<file path="src/rtl/hitseg_pkg.sv">
package hitseg_pkg;
  localparam int unsigned DEF_PIXELS = 42;
  localparam int unsigned DEF_SEG_W  = 6;
  localparam int unsigned DEF_SLOTS  = 19;
  localparam int unsigned DEF_TS_W   = 13;

  typedef enum logic {
    SCAN_IDLE = 1'b0,
    SCAN_RUN  = 1'b1
  } scan_state_e;
endpackage

</file>
<file path="src/rtl/hitseg_scanner.sv">
module hitseg_scanner
  import hitseg_pkg::*;
#(
  parameter int unsigned PIXELS = DEF_PIXELS,
  parameter int unsigned SEG_W  = DEF_SEG_W,
  parameter int unsigned TS_W   = DEF_TS_W,
  localparam int unsigned NSEG  = PIXELS / SEG_W,
  localparam int unsigned IDX_W = (NSEG > 1) ? $clog2(NSEG) : 1
) (
  input  logic              clk,
  input  logic              rst,
  input  logic              clear,
  input  logic              acq_en,
  input  logic              bx_strobe,
  input  logic [PIXELS-1:0] hits_in,
  input  logic              force_hits,
  output logic              busy,
  output logic              seg_valid,
  output logic [IDX_W-1:0]  seg_idx,
  output logic [SEG_W-1:0]  seg_bits,
  output logic [TS_W-1:0]   seg_ts,
  output logic              collision
);

  scan_state_e       state_q;
  logic [IDX_W-1:0]  idx_q;
  logic [TS_W-1:0]   ts_q;
  logic [TS_W-1:0]   rec_ts_q;
  logic [PIXELS-1:0] row_q;
  logic              force_q;
  logic              collision_q;
  logic              take;

  logic [SEG_W-1:0]  seg_arr [NSEG];
  logic [SEG_W-1:0]  pick;

  assign take = bx_strobe && acq_en && (state_q == SCAN_IDLE);

  always_ff @(posedge clk) begin
    if (rst || clear) begin
      state_q     <= SCAN_IDLE;
      idx_q       <= '0;
      ts_q        <= '0;
      rec_ts_q    <= '0;
      row_q       <= '0;
      force_q     <= 1'b0;
      collision_q <= 1'b0;
    end else begin
      if (bx_strobe && acq_en && (state_q == SCAN_RUN)) begin
        collision_q <= 1'b1;
      end
      if (take) begin
        row_q    <= hits_in;
        force_q  <= force_hits;
        rec_ts_q <= ts_q;
        ts_q     <= ts_q + TS_W'(1);
        idx_q    <= '0;
        state_q  <= SCAN_RUN;
      end else if (state_q == SCAN_RUN) begin
        if (idx_q == IDX_W'(NSEG - 1)) begin
          idx_q   <= '0;
          state_q <= SCAN_IDLE;
        end else begin
          idx_q <= idx_q + IDX_W'(1);
        end
      end
    end
  end

  for (genvar g = 0; g < NSEG; g++) begin : g_seg
    assign seg_arr[g] = row_q[g*SEG_W +: SEG_W];
  end

  always_comb begin
    pick = '0;
    for (int i = 0; i < NSEG; i++) begin
      if (idx_q == IDX_W'(i)) pick = seg_arr[i];
    end
  end

  assign busy      = (state_q == SCAN_RUN);
  assign seg_bits  = force_q ? {SEG_W{1'b1}} : pick;
  assign seg_valid = busy && (|seg_bits);
  assign seg_idx   = idx_q;
  assign seg_ts    = rec_ts_q;
  assign collision = collision_q;

endmodule

</file>
<file path="src/rtl/hitseg_store.sv">
module hitseg_store
  import hitseg_pkg::*;
#(
  parameter int unsigned SLOTS = DEF_SLOTS,
  parameter int unsigned REC_W = 22,
  localparam int unsigned CW   = $clog2(SLOTS + 1),
  localparam int unsigned AW   = (SLOTS > 1) ? $clog2(SLOTS) : 1
) (
  input  logic             clk,
  input  logic             rst,
  input  logic             clear,
  input  logic             wr_req,
  input  logic [REC_W-1:0] wr_rec,
  input  logic             rd_en,
  input  logic [AW-1:0]    rd_addr,
  output logic [REC_W-1:0] rd_rec,
  output logic [CW-1:0]    count,
  output logic             overflow,
  output logic             wr_en
);

  logic [REC_W-1:0] mem [SLOTS];
  logic [REC_W-1:0] rd_q;
  logic [CW-1:0]    count_q;
  logic             ovf_q;
  logic             full;

  assign full  = (count_q == CW'(SLOTS));
  assign wr_en = wr_req && !full;

  // Plain array: one write port at the fill pointer, one registered read port.
  always_ff @(posedge clk) begin
    if (wr_en) mem[count_q[AW-1:0]] <= wr_rec;
    if (rd_en) rd_q <= mem[rd_addr];
  end

  always_ff @(posedge clk) begin
    if (rst || clear) begin
      count_q <= '0;
      ovf_q   <= 1'b0;
    end else if (wr_req) begin
      if (full) ovf_q   <= 1'b1;
      else      count_q <= count_q + CW'(1);
    end
  end

  assign rd_rec   = rd_q;
  assign count    = count_q;
  assign overflow = ovf_q;

endmodule

</file>
<file path="src/rtl/hitseg_readout.sv">
module hitseg_readout
  import hitseg_pkg::*;
#(
  parameter int unsigned SLOTS = DEF_SLOTS,
  localparam int unsigned CW   = $clog2(SLOTS + 1),
  localparam int unsigned AW   = (SLOTS > 1) ? $clog2(SLOTS) : 1
) (
  input  logic          clk,
  input  logic          rst,
  input  logic          clear,
  input  logic          enable,
  input  logic [CW-1:0] count,
  input  logic          rd_ready,
  output logic          rd_en,
  output logic [AW-1:0] rd_addr,
  output logic          rd_valid,
  output logic          rd_last
);

  logic [CW-1:0] ptr_q;
  logic          valid_q;
  logic          last_q;
  logic          more;

  assign more    = (ptr_q < count);
  assign rd_en   = enable && more && (!valid_q || rd_ready);
  assign rd_addr = ptr_q[AW-1:0];

  always_ff @(posedge clk) begin
    if (rst || clear) begin
      ptr_q   <= '0;
      valid_q <= 1'b0;
      last_q  <= 1'b0;
    end else if (rd_en) begin
      valid_q <= 1'b1;
      last_q  <= ((ptr_q + CW'(1)) == count);
      ptr_q   <= ptr_q + CW'(1);
    end else if (rd_ready) begin
      valid_q <= 1'b0;
      last_q  <= 1'b0;
    end
  end

  assign rd_valid = valid_q;
  assign rd_last  = last_q;

endmodule

</file>
<file path="src/rtl/hitseg_capture.sv">
module hitseg_capture
  import hitseg_pkg::*;
#(
  parameter int unsigned PIXELS = DEF_PIXELS,
  parameter int unsigned SEG_W  = DEF_SEG_W,
  parameter int unsigned SLOTS  = DEF_SLOTS,
  parameter int unsigned TS_W   = DEF_TS_W,
  localparam int unsigned NSEG  = PIXELS / SEG_W,
  localparam int unsigned IDX_W = (NSEG > 1) ? $clog2(NSEG) : 1,
  localparam int unsigned REC_W = TS_W + IDX_W + SEG_W
) (
  input  logic              clk,
  input  logic              rst,
  input  logic              clear,
  input  logic              acq_en,
  input  logic              bx_strobe,
  input  logic [PIXELS-1:0] hits_in,
  input  logic              force_hits,
  output logic              rd_valid,
  input  logic              rd_ready,
  output logic [REC_W-1:0]  rd_data,
  output logic              rd_last,
  output logic              overflow,
  output logic              strobe_collision
);

  localparam int unsigned CW = $clog2(SLOTS + 1);
  localparam int unsigned AW = (SLOTS > 1) ? $clog2(SLOTS) : 1;

  logic             scan_busy;
  logic             seg_valid;
  logic [IDX_W-1:0] seg_idx;
  logic [SEG_W-1:0] seg_bits;
  logic [TS_W-1:0]  seg_ts;
  logic             wr_en;
  logic [CW-1:0]    bank_count;
  logic             rd_en;
  logic [AW-1:0]    rd_addr;

  hitseg_scanner #(
    .PIXELS (PIXELS),
    .SEG_W  (SEG_W),
    .TS_W   (TS_W)
  ) u_scan (
    .clk        (clk),
    .rst        (rst),
    .clear      (clear),
    .acq_en     (acq_en),
    .bx_strobe  (bx_strobe),
    .hits_in    (hits_in),
    .force_hits (force_hits),
    .busy       (scan_busy),
    .seg_valid  (seg_valid),
    .seg_idx    (seg_idx),
    .seg_bits   (seg_bits),
    .seg_ts     (seg_ts),
    .collision  (strobe_collision)
  );

  hitseg_store #(
    .SLOTS (SLOTS),
    .REC_W (REC_W)
  ) u_store (
    .clk      (clk),
    .rst      (rst),
    .clear    (clear),
    .wr_req   (seg_valid),
    .wr_rec   ({seg_ts, seg_idx, seg_bits}),
    .rd_en    (rd_en),
    .rd_addr  (rd_addr),
    .rd_rec   (rd_data),
    .count    (bank_count),
    .overflow (overflow),
    .wr_en    (wr_en)
  );

  hitseg_readout #(
    .SLOTS (SLOTS)
  ) u_rd (
    .clk      (clk),
    .rst      (rst),
    .clear    (clear),
    .enable   (!acq_en && !scan_busy),
    .count    (bank_count),
    .rd_ready (rd_ready),
    .rd_en    (rd_en),
    .rd_addr  (rd_addr),
    .rd_valid (rd_valid),
    .rd_last  (rd_last)
  );

endmodule

</file>
<file path="config.mk">
export PLATFORM = sky130hd
export DESIGN_NAME = hitseg_capture
export DESIGN_NICKNAME = d
export VERILOG_FILES = /design/src/rtl/hitseg_pkg.sv /design/src/rtl/hitseg_scanner.sv /design/src/rtl/hitseg_store.sv /design/src/rtl/hitseg_readout.sv /design/src/rtl/hitseg_capture.sv
export SDC_FILE = /design/constraint.sdc
export NUM_CORES = 1
export LEC_CHECK = 0
export ABC_AREA = 1
export BUFFER_PORTS_ARGS = -buffer_cell sky130_fd_sc_hd__buf_2
export CAP_MARGIN = 20
export CORE_AREA = 3 3 203 205
export DETAILED_ROUTE_END_ITERATION = 7
export DIE_AREA = 0 0 206 208
export GPL_TIMING_DRIVEN = 0
export PLACE_DENSITY = 0.69
export SYNTH_ARGS = -nofsm -noshare
export SYNTH_HDL_FRONTEND = slang
export SYNTH_SLANG_ARGS = --single-unit
</file>
<file path="constraint.sdc">
create_clock -name clk -period 4.7 [get_ports clk]
set_input_delay 0.47 -clock clk [delete_from_list [all_inputs] [get_ports clk]]
set_output_delay 0.47 -clock clk [all_outputs]
set_load 0.005 [all_outputs]
</file>
# Word-level counts from Yosys, hierarchy flattened
# Memories as Yosys holds them, arrays and structs flattened. A register that Yosys moved wholly into a read port is not among the register bits.
# Index checks and enable logic that the tools add are counted.
[totals]
latchBits = 0
mem_bits_ro = 0
register_bits = 87
output_inout_bits = 26
wordCells = 65
memories = 1
ramBits = 418
[memory_table]
columns = ["memory", "depth", "width", "read_ports", "rd_clocked_by_memory_dff", "write_ports", "line", "rtl"]
rows = [
  ["u_store.mem", 19, 22, 1, 1, 1, "hitseg_store.sv:22", "logic [REC_W-1:0] mem [SLOTS];"],
]
[op_classes]
muxes = 17
shift = 0
n_eq_ne = 8
multipliers = 0
add_sub_neg = 4
n_div = 0
reduce_logical = 20
order_cmp = 1
bitwise_logic = 2
[ops]
columns = ["cell", "n"]
rows = [
  ["$mux 6", 8],
  ["$add 13x1->13 const B", 1],
  ["$add 5x1->5 const B", 2],
  ["$eq 3x3->1 const B", 3],
  ["$logic_and 1x1->1", 8],
  ["$mux 1", 8],
  ["$eq 3x2->1 const B", 2],
  ["$reduce_or 6->1", 1],
  ["$eq 5x5->1", 1],
  ["$eq 5x5->1 const B", 1],
  ["$lt 5x5->1", 1],
  ["$logic_not 1->1", 4],
  ["$reduce_and 2->1", 2],
  ["$add 3x1->3 const B", 1],
  ["$eq 3x1->1 const B", 1],
  ["$logic_not 3->1", 1],
  ["$mux 3", 1],
  ["$logic_or 1x1->1", 2],
  ["$not 1->1", 2],
  ["$reduce_bool 2->1", 1],
  ["$reduce_or 2->1", 1],
]

# Logic depth before layout (Yosys ltp)
[logic_depth]
ltp_word = 14
mapped_depth = 18
ltp_nobuf = 16

# By module
# From an unflattened synthesis, not the netlist that was laid out.
[unflattened]
cells_unflattened = 2281
hier_area_um2 = 22614.2
[modules_own_cells]
columns = ["mod", "n_inst", "cells_each", "area_per_inst_um2"]
rows = [
  ["hitseg_store", 1, 1722, 18806.8],
  ["hitseg_scanner", 1, 471, 3255.6],
  ["hitseg_readout", 1, 87, 548.0],
  ["hitseg_capture", 1, 1, 3.8],
]

# Worst setup path after synthesis
# No wires, ideal clock.
[synth_path]
path_type = "register to register"
from = "reg u_scan.idx_q[2], in the netlist u_scan.seg_idx[2]"
to = "mem u_store.mem[16][0] (enable)"
stages_incl_launch_ff = 17
setup_time_ns = 0.429
path_buffers = 3
setup_slack_ns = 0.369
synth_period_minus_slack_ns = 4.331
arrival_time_ns = 3.902
cell_sequence = "dfxtp_1 inv_2 buf_2 ha_1 clkbuf_1 nor2_1 nand2_1 nand2_1 nand2_1 nand2_1 nand2_1 nand2_1 nor2_2 nand3_4 nand3_2 buf_2 nor3_1"
[synth_between]
elab_chain_cells = 14
word_cells_on_any_way = 20
[synth_lines]
columns = ["item", "line", "rtl"]
rows = [
  ["start: declaration", "hitseg_scanner.sv:26", "logic [IDX_W-1:0] idx_q;"],
  ["start signal: assignment", "hitseg_scanner.sv:64", "idx_q <= idx_q + IDX_W'(1);"],
  ["$logic_not 3->1", "hitseg_scanner.sv:77", "if (idx_q == IDX_W'(i)) pick = seg_arr[i];"],
  ["$mux 6 (6 in a row)", "hitseg_scanner.sv:77", ""],
  ["$mux 6 *", "hitseg_scanner.sv:77", ""],
  ["$mux 6 *", "hitseg_scanner.sv:82", "assign seg_bits = force_q ? {SEG_W{1'b1}} : pick;"],
  ["via seg_bits[5]", "hitseg_capture.sv:33", "logic [SEG_W-1:0] seg_bits;"],
  ["$reduce_or 6->1 *", "hitseg_scanner.sv:83", "assign seg_valid = busy && (|seg_bits);"],
  ["$logic_and 1x1->1 *", "hitseg_scanner.sv:83", ""],
  ["$logic_and 1x1->1 *", "hitseg_store.sv:29", "assign wr_en = wr_req && !full;"],
  ["$mux 1 *", "hitseg_store.sv:33", "if (wr_en) mem[count_q[AW-1:0]] <= wr_rec;"],
  ["$mux 1 (implied by the code) *", "hitseg_store.sv:33", ""],
  ["end: declaration", "hitseg_store.sv:22", ""],
]
# The timed path passes the listed nets; every way through them passes the cells marked *.

# Worst setup path in the final report
[layout_path]
from = "reg u_rd.ptr_q[0], in the netlist u_rd.rd_addr[0]"
to = "reg u_rd.last_q, in the netlist u_rd.rd_last"
[layout_between]
elab_chain_cells = 4
word_cells_on_any_way = 7
[layout_lines]
columns = ["item", "line", "rtl"]
rows = [
  ["start: declaration", "hitseg_readout.sv:20", "logic [CW-1:0] ptr_q;"],
  ["start signal: assignment", "hitseg_readout.sv:37", "ptr_q <= ptr_q + CW'(1);"],
  ["$lt 5x5->1 *", "hitseg_readout.sv:25", "assign more = (ptr_q < count);"],
  ["$logic_and 1x1->1 * (2 in a row)", "hitseg_readout.sv:26", "assign rd_en = enable && more && (!valid_q || rd_ready);"],
  ["via rd_en", "hitseg_capture.sv:37", "logic rd_en;"],
  ["$mux 1 or $reduce_bool 2->1 (tied branches)", "--", ""],
  ["end signal: assignment", "hitseg_readout.sv:36", "last_q <= ((ptr_q + CW'(1)) == count);"],
  ["end: declaration", "hitseg_readout.sv:22", "logic last_q;"],
]
# Marked as above.
# A chain may end at the register's enable or synchronous reset.

==> reports/results.txt <==
The area growth from synthesis to layout is 15.69%. The multiplexer area fraction after synthesis is 0%. The core outline area is 39640 sq um.

In this run the remaining antenna-violating nets after routing total 0. In this run the post-CTS setup repair buffer count came out at 0. The logs give 1942 for the layout net count and 527 for the number of clock sinks seen by CTS. The synthesized netlist devotes 9.891% of its cell area to simple gates. Wires add up to 57590 um. The die covers 42850 sq um.

The overall power consumption was 9.549 mW. The kind of critical path was flop to flop. The mapped cell area was 20820 sq um; the via count of the first global-routing pass was 14431. The static leakage was 8.081 nW; the total via count after detailed routing was 14820. Before antenna repair, the detailed router went through 6 iterations. The worst IR drop on VDD is 0.2825 mV, and the final core area utilization is 60.77%. End point of the most critical hold path: u_scan.row_q[6]$_SDFFE_PP0P_. The endpoint identified for the worst register-to-register timing path is u_rd.rd_last$_SDFFE_PP0P_.

The effective utilization at floorplan was 52.53%. The worst setup path is captured at a flop. The number of hold violations in the final report came out at 0. TritonCTS built the clock tree. In this run, post-CTS hold repair placed 0 buffers. The largest net degree at the start of global routing came out at 27. The average wire length per cell after detail routing was 23.54 um; the buffer levels on the longest clock path was 3. The number of flip-flops and latches in the synthesized netlist is 527. The die height is 208 um, and the count of routing violations after the opening detailed-route iteration is 1773.

The synthesized design devotes to its leading area cell type 63.46% of total area. The fraction of synthesized cell area in xor and xnor cells came out at 0.2103%. The combinational family with the most area after synthesis was compound AO/OA/AOI/OAI gates. Quantity of I/O buffers inserted on ports: 74. The post-CTS resize count is 2. The async set-reset flop share out of synthesis was 0%. Summing the areas of all compound-gate instances in the mapped netlist gives 13.94% of the synthesized area. After clock tree synthesis, the clock-pin slew on the worst setup and hold paths is 60 ps. The clock arrives with 22.27 ps of skew. The wire length of the first global-routing pass was 86390 um.

The total power per unit cell area works out to 396.4 nW/um^2. Detailed placement ended at an HPWL of 39290 um. The cell sitting at the root of the clock tree is a sky130_fd_sc_hd__clkbuf_16. The number of nets in the synthesized netlist was 1779. The worst hold path belongs to the class input pin to flop. The worst reg2reg path depth is 15. The number of buffers inserted during clock tree synthesis is 51, and the final critical-path share of the clock period is 90.79%. The tools report the count of yosys warnings during synthesis as 0.

Final instance count without filler cells: 2446. Yosys attributes the largest share of cell area to sky130_fd_sc_hd__edfxtp_1, sky130_fd_sc_hd__dfxtp_1, sky130_fd_sc_hd__o21ai_0. The run gives 0 as the leftover overflow at the end of global routing. For the number of fill cells in the layout, the log shows 3097. In this run, placement finished with an instance count of 2353.

Setup repair after global routing left no endpoint under its margin. Setup violations remaining at the end of the flow were counted as 0. The adder and majority gate portion of the synthesized area is 0.7211%. Counting I/O delays and the setup requirement, the final critical path takes 4267 ps. sky130_fd_sc_hd__edfxtp_1 takes more of the synthesized area than any other cell. Number of top-level design ports: 75. The worst hold path was traced through 3 stages.

The worst-case headroom to the max-slew limit is 34.97%. The last weighted congestion value of the routability-driven placer was 0.9100. Initial antenna violation count: 0. The most used flip-flop cell after synthesis was sky130_fd_sc_hd__edfxtp_1. The maximum fanout encountered on the critical timing path is 13.

In the global route stage, overall resource usage came out at 26.66%. The logs give 0 for the post-route DRC violation count and 115.9 ps for the worst-case hold slack. The worst setup path is launched from a flop.

For the total count of max-transition violations in the final report, the log shows 0. The clock tree synthesis step divided the H-tree into 2 levels. The average cell area after synthesis was 12.12 sq um; the number of unique standard cell types used by synthesis was 40.

The clock insertion delay at the later pin of the skew report is 580 ps, and the count of mapped cells out of synthesis is 1718. Critical hold path startpoint: hits_in[6]. The synthesized design contains 440 enable-type register cells.

Of the cells placed in the final design, the portion with a size suffix greater than 1 is 12.71%. Max-cap violations in this run came to 0. The die is 206 um wide. The routed via count divided by cell count is 6.059, and the pin slew with the least headroom to its limit is 973.2 ps. The arrival time at the worst endpoint came out at 4770 ps. The floorplan has 73 rows. Derived from the worst setup path, the maximum achievable clock frequency is 234.3 MHz. The startpoint identified for the worst register-to-register timing path is u_rd.rd_addr[0]$_SDFFE_PP0P_. For the worst setup slack for register-to-register paths, the log shows 430 ps. The register area share after synthesis is 71.82%, and the worst endpoint required time is 5200 ps. The run finished with clean final reports.
routing by layer:
metal	track usage [%]	vias up	share of wire, %
met4	10.79	0	4.0
met5	0	-	0
met1	35.38	7214	38
met3	5.508	146	10
li1	-	6639	-
met2	43.21	821	48
placed cells by master, fill, tap and decap left out, types with 39 or more instances in the layout:
cell type,Yosys,routed
sky130_fd_sc_hd__clkbuf_16,0,53
sky130_fd_sc_hd__o221ai_1,58,58
sky130_fd_sc_hd__dfxtp_1,87,84
sky130_fd_sc_hd__nand3_1,39,39
sky130_fd_sc_hd__nor2_1,329,325
sky130_fd_sc_hd__clkbuf_1,103,109
sky130_fd_sc_hd__a21oi_1,71,71
sky130_fd_sc_hd__inv_1,56,56
sky130_fd_sc_hd__o21ai_0,265,265
sky130_fd_sc_hd__nand2_1,87,82
sky130_fd_sc_hd__buf_2,5,79
sky130_fd_sc_hd__edfxtp_1,440,440
through the flow:
| step | worst slack, ps | cell area, sq um | TNS [ps] |
|---|---|---|---|
| global route | 138.9 | 24090 | 0 |
| global placement | -2389 | 21850 | -680540 |
| floorplan | 369.0 | 20820 | 0 |
| detailed placement | -19.37 | 22400 | -501.7 |
| CTS | 17.02 | 24070 | 0 |
| finish | 432.8 | 24090 | 0 |
registers in the layout, summed over array words and instances, names as in the netlist:
signal	cells
u_rd.rd_addr	5
u_rd.rd_last	1
u_rd.rd_valid	1
u_scan.busy	1
u_scan.collision	1
u_scan.force_q	1
u_scan.row_q	42
u_scan.seg_idx	3
u_scan.seg_ts	13
u_scan.ts_q	13
u_store.count	5
u_store.mem	418
u_store.overflow	1
u_store.rd_rec	22
critical path, cell delays in order, from the launching register on:
cell and delay [ps]:
sky130_fd_sc_hd__dfxtp_1 380, sky130_fd_sc_hd__buf_2 240, sky130_fd_sc_hd__inv_1 120, sky130_fd_sc_hd__clkbuf_1 540, sky130_fd_sc_hd__clkbuf_1 450, sky130_fd_sc_hd__clkbuf_1 500
sky130_fd_sc_hd__ha_1 240, sky130_fd_sc_hd__inv_1 40, sky130_fd_sc_hd__a21oi_1 150, sky130_fd_sc_hd__o21bai_1 100, sky130_fd_sc_hd__a21oi_1 170, sky130_fd_sc_hd__o211ai_1 110
sky130_fd_sc_hd__inv_1 560, sky130_fd_sc_hd__buf_16 250, sky130_fd_sc_hd__nand4_1 150, sky130_fd_sc_hd__a21oi_1 160
power breakdown:
group	switching (mW)	leakage [nW]	internal (mW)
clock	1.71	0.821	2.39
combinational	0.239	2.57	0.0955
sequential	0.0362	4.69	5.07
kinds of logic after synthesis:
family,count (synthesis)
flops,527
simple gates,502
compound gates,492
buf+inv,180
fa+ha+maj,12
xor+xnor,5
how the worst max path moves through the flow:
stage | cells after the start | end | startpoint
detailed placement | 15 | u_store.mem[3][7]$_DFFE_PP_ | u_scan.seg_idx[2]$_SDFFE_PP0P_
global route | 18 | u_store.mem[5][7]$_DFFE_PP_ | u_scan.seg_idx[2]$_SDFFE_PP0P_
CTS | 14 | u_store.mem[3][7]$_DFFE_PP_ | u_scan.seg_idx[0]$_SDFFE_PP0P_
floorplan | 16 | u_store.mem[16][0]$_DFFE_PP_ | u_scan.seg_idx[2]$_SDFFE_PP0P_
global placement | 16 | u_store.mem[0][7]$_DFFE_PP_ | u_scan.seg_idx[2]$_SDFFE_PP0P_
finish | 15 | u_rd.rd_last$_SDFFE_PP0P_ | u_rd.rd_addr[0]$_SDFFE_PP0P_
synth_stat cells (2+ instances only):
cell type	count
sky130_fd_sc_hd__a21oi_2	2
sky130_fd_sc_hd__nor3_2	2
sky130_fd_sc_hd__o211ai_1	31
sky130_fd_sc_hd__o22ai_1	31
sky130_fd_sc_hd__buf_2	5
sky130_fd_sc_hd__edfxtp_1	440
sky130_fd_sc_hd__dfxtp_1	87
sky130_fd_sc_hd__nor2_1	329
sky130_fd_sc_hd__buf_1	6
sky130_fd_sc_hd__a32oi_1	17
sky130_fd_sc_hd__a211oi_1	6
sky130_fd_sc_hd__nand3_2	2
sky130_fd_sc_hd__nand3_1	39
sky130_fd_sc_hd__nor3_1	24
sky130_fd_sc_hd__a31oi_1	6
sky130_fd_sc_hd__buf_6	3
sky130_fd_sc_hd__clkbuf_1	103
sky130_fd_sc_hd__o221ai_1	58
sky130_fd_sc_hd__xor2_1	5
sky130_fd_sc_hd__inv_1	56
sky130_fd_sc_hd__o21ai_0	265
sky130_fd_sc_hd__a21oi_1	71
sky130_fd_sc_hd__inv_2	5
sky130_fd_sc_hd__nor2_4	2
sky130_fd_sc_hd__ha_1	12
sky130_fd_sc_hd__nand2_1	87
sky130_fd_sc_hd__nor2_2	4
sky130_fd_sc_hd__nand4_1	7
sky130_fd_sc_hd__buf_4	2
layout make-up:
class / instances / area, sq um / share of cell area, %
plain buffers: 119 / 483.0 / 2.005
multi-input cells: 1011 / 5269 / 21.87
inverters: 61 / 229.0 / 0.9506
repair buffers: 110 / 823.3 / 3.418
clock buffers: 60 / 1363 / 5.657
well taps: 525 / 656.9 / 2.727
clock inverters: 32 / 304.0 / 1.262
diodes: 1 / 2.502 / 0.01039
flip-flops and latches: 527 / 14960 / 62.10
Power figures use the tool's default switching activity.
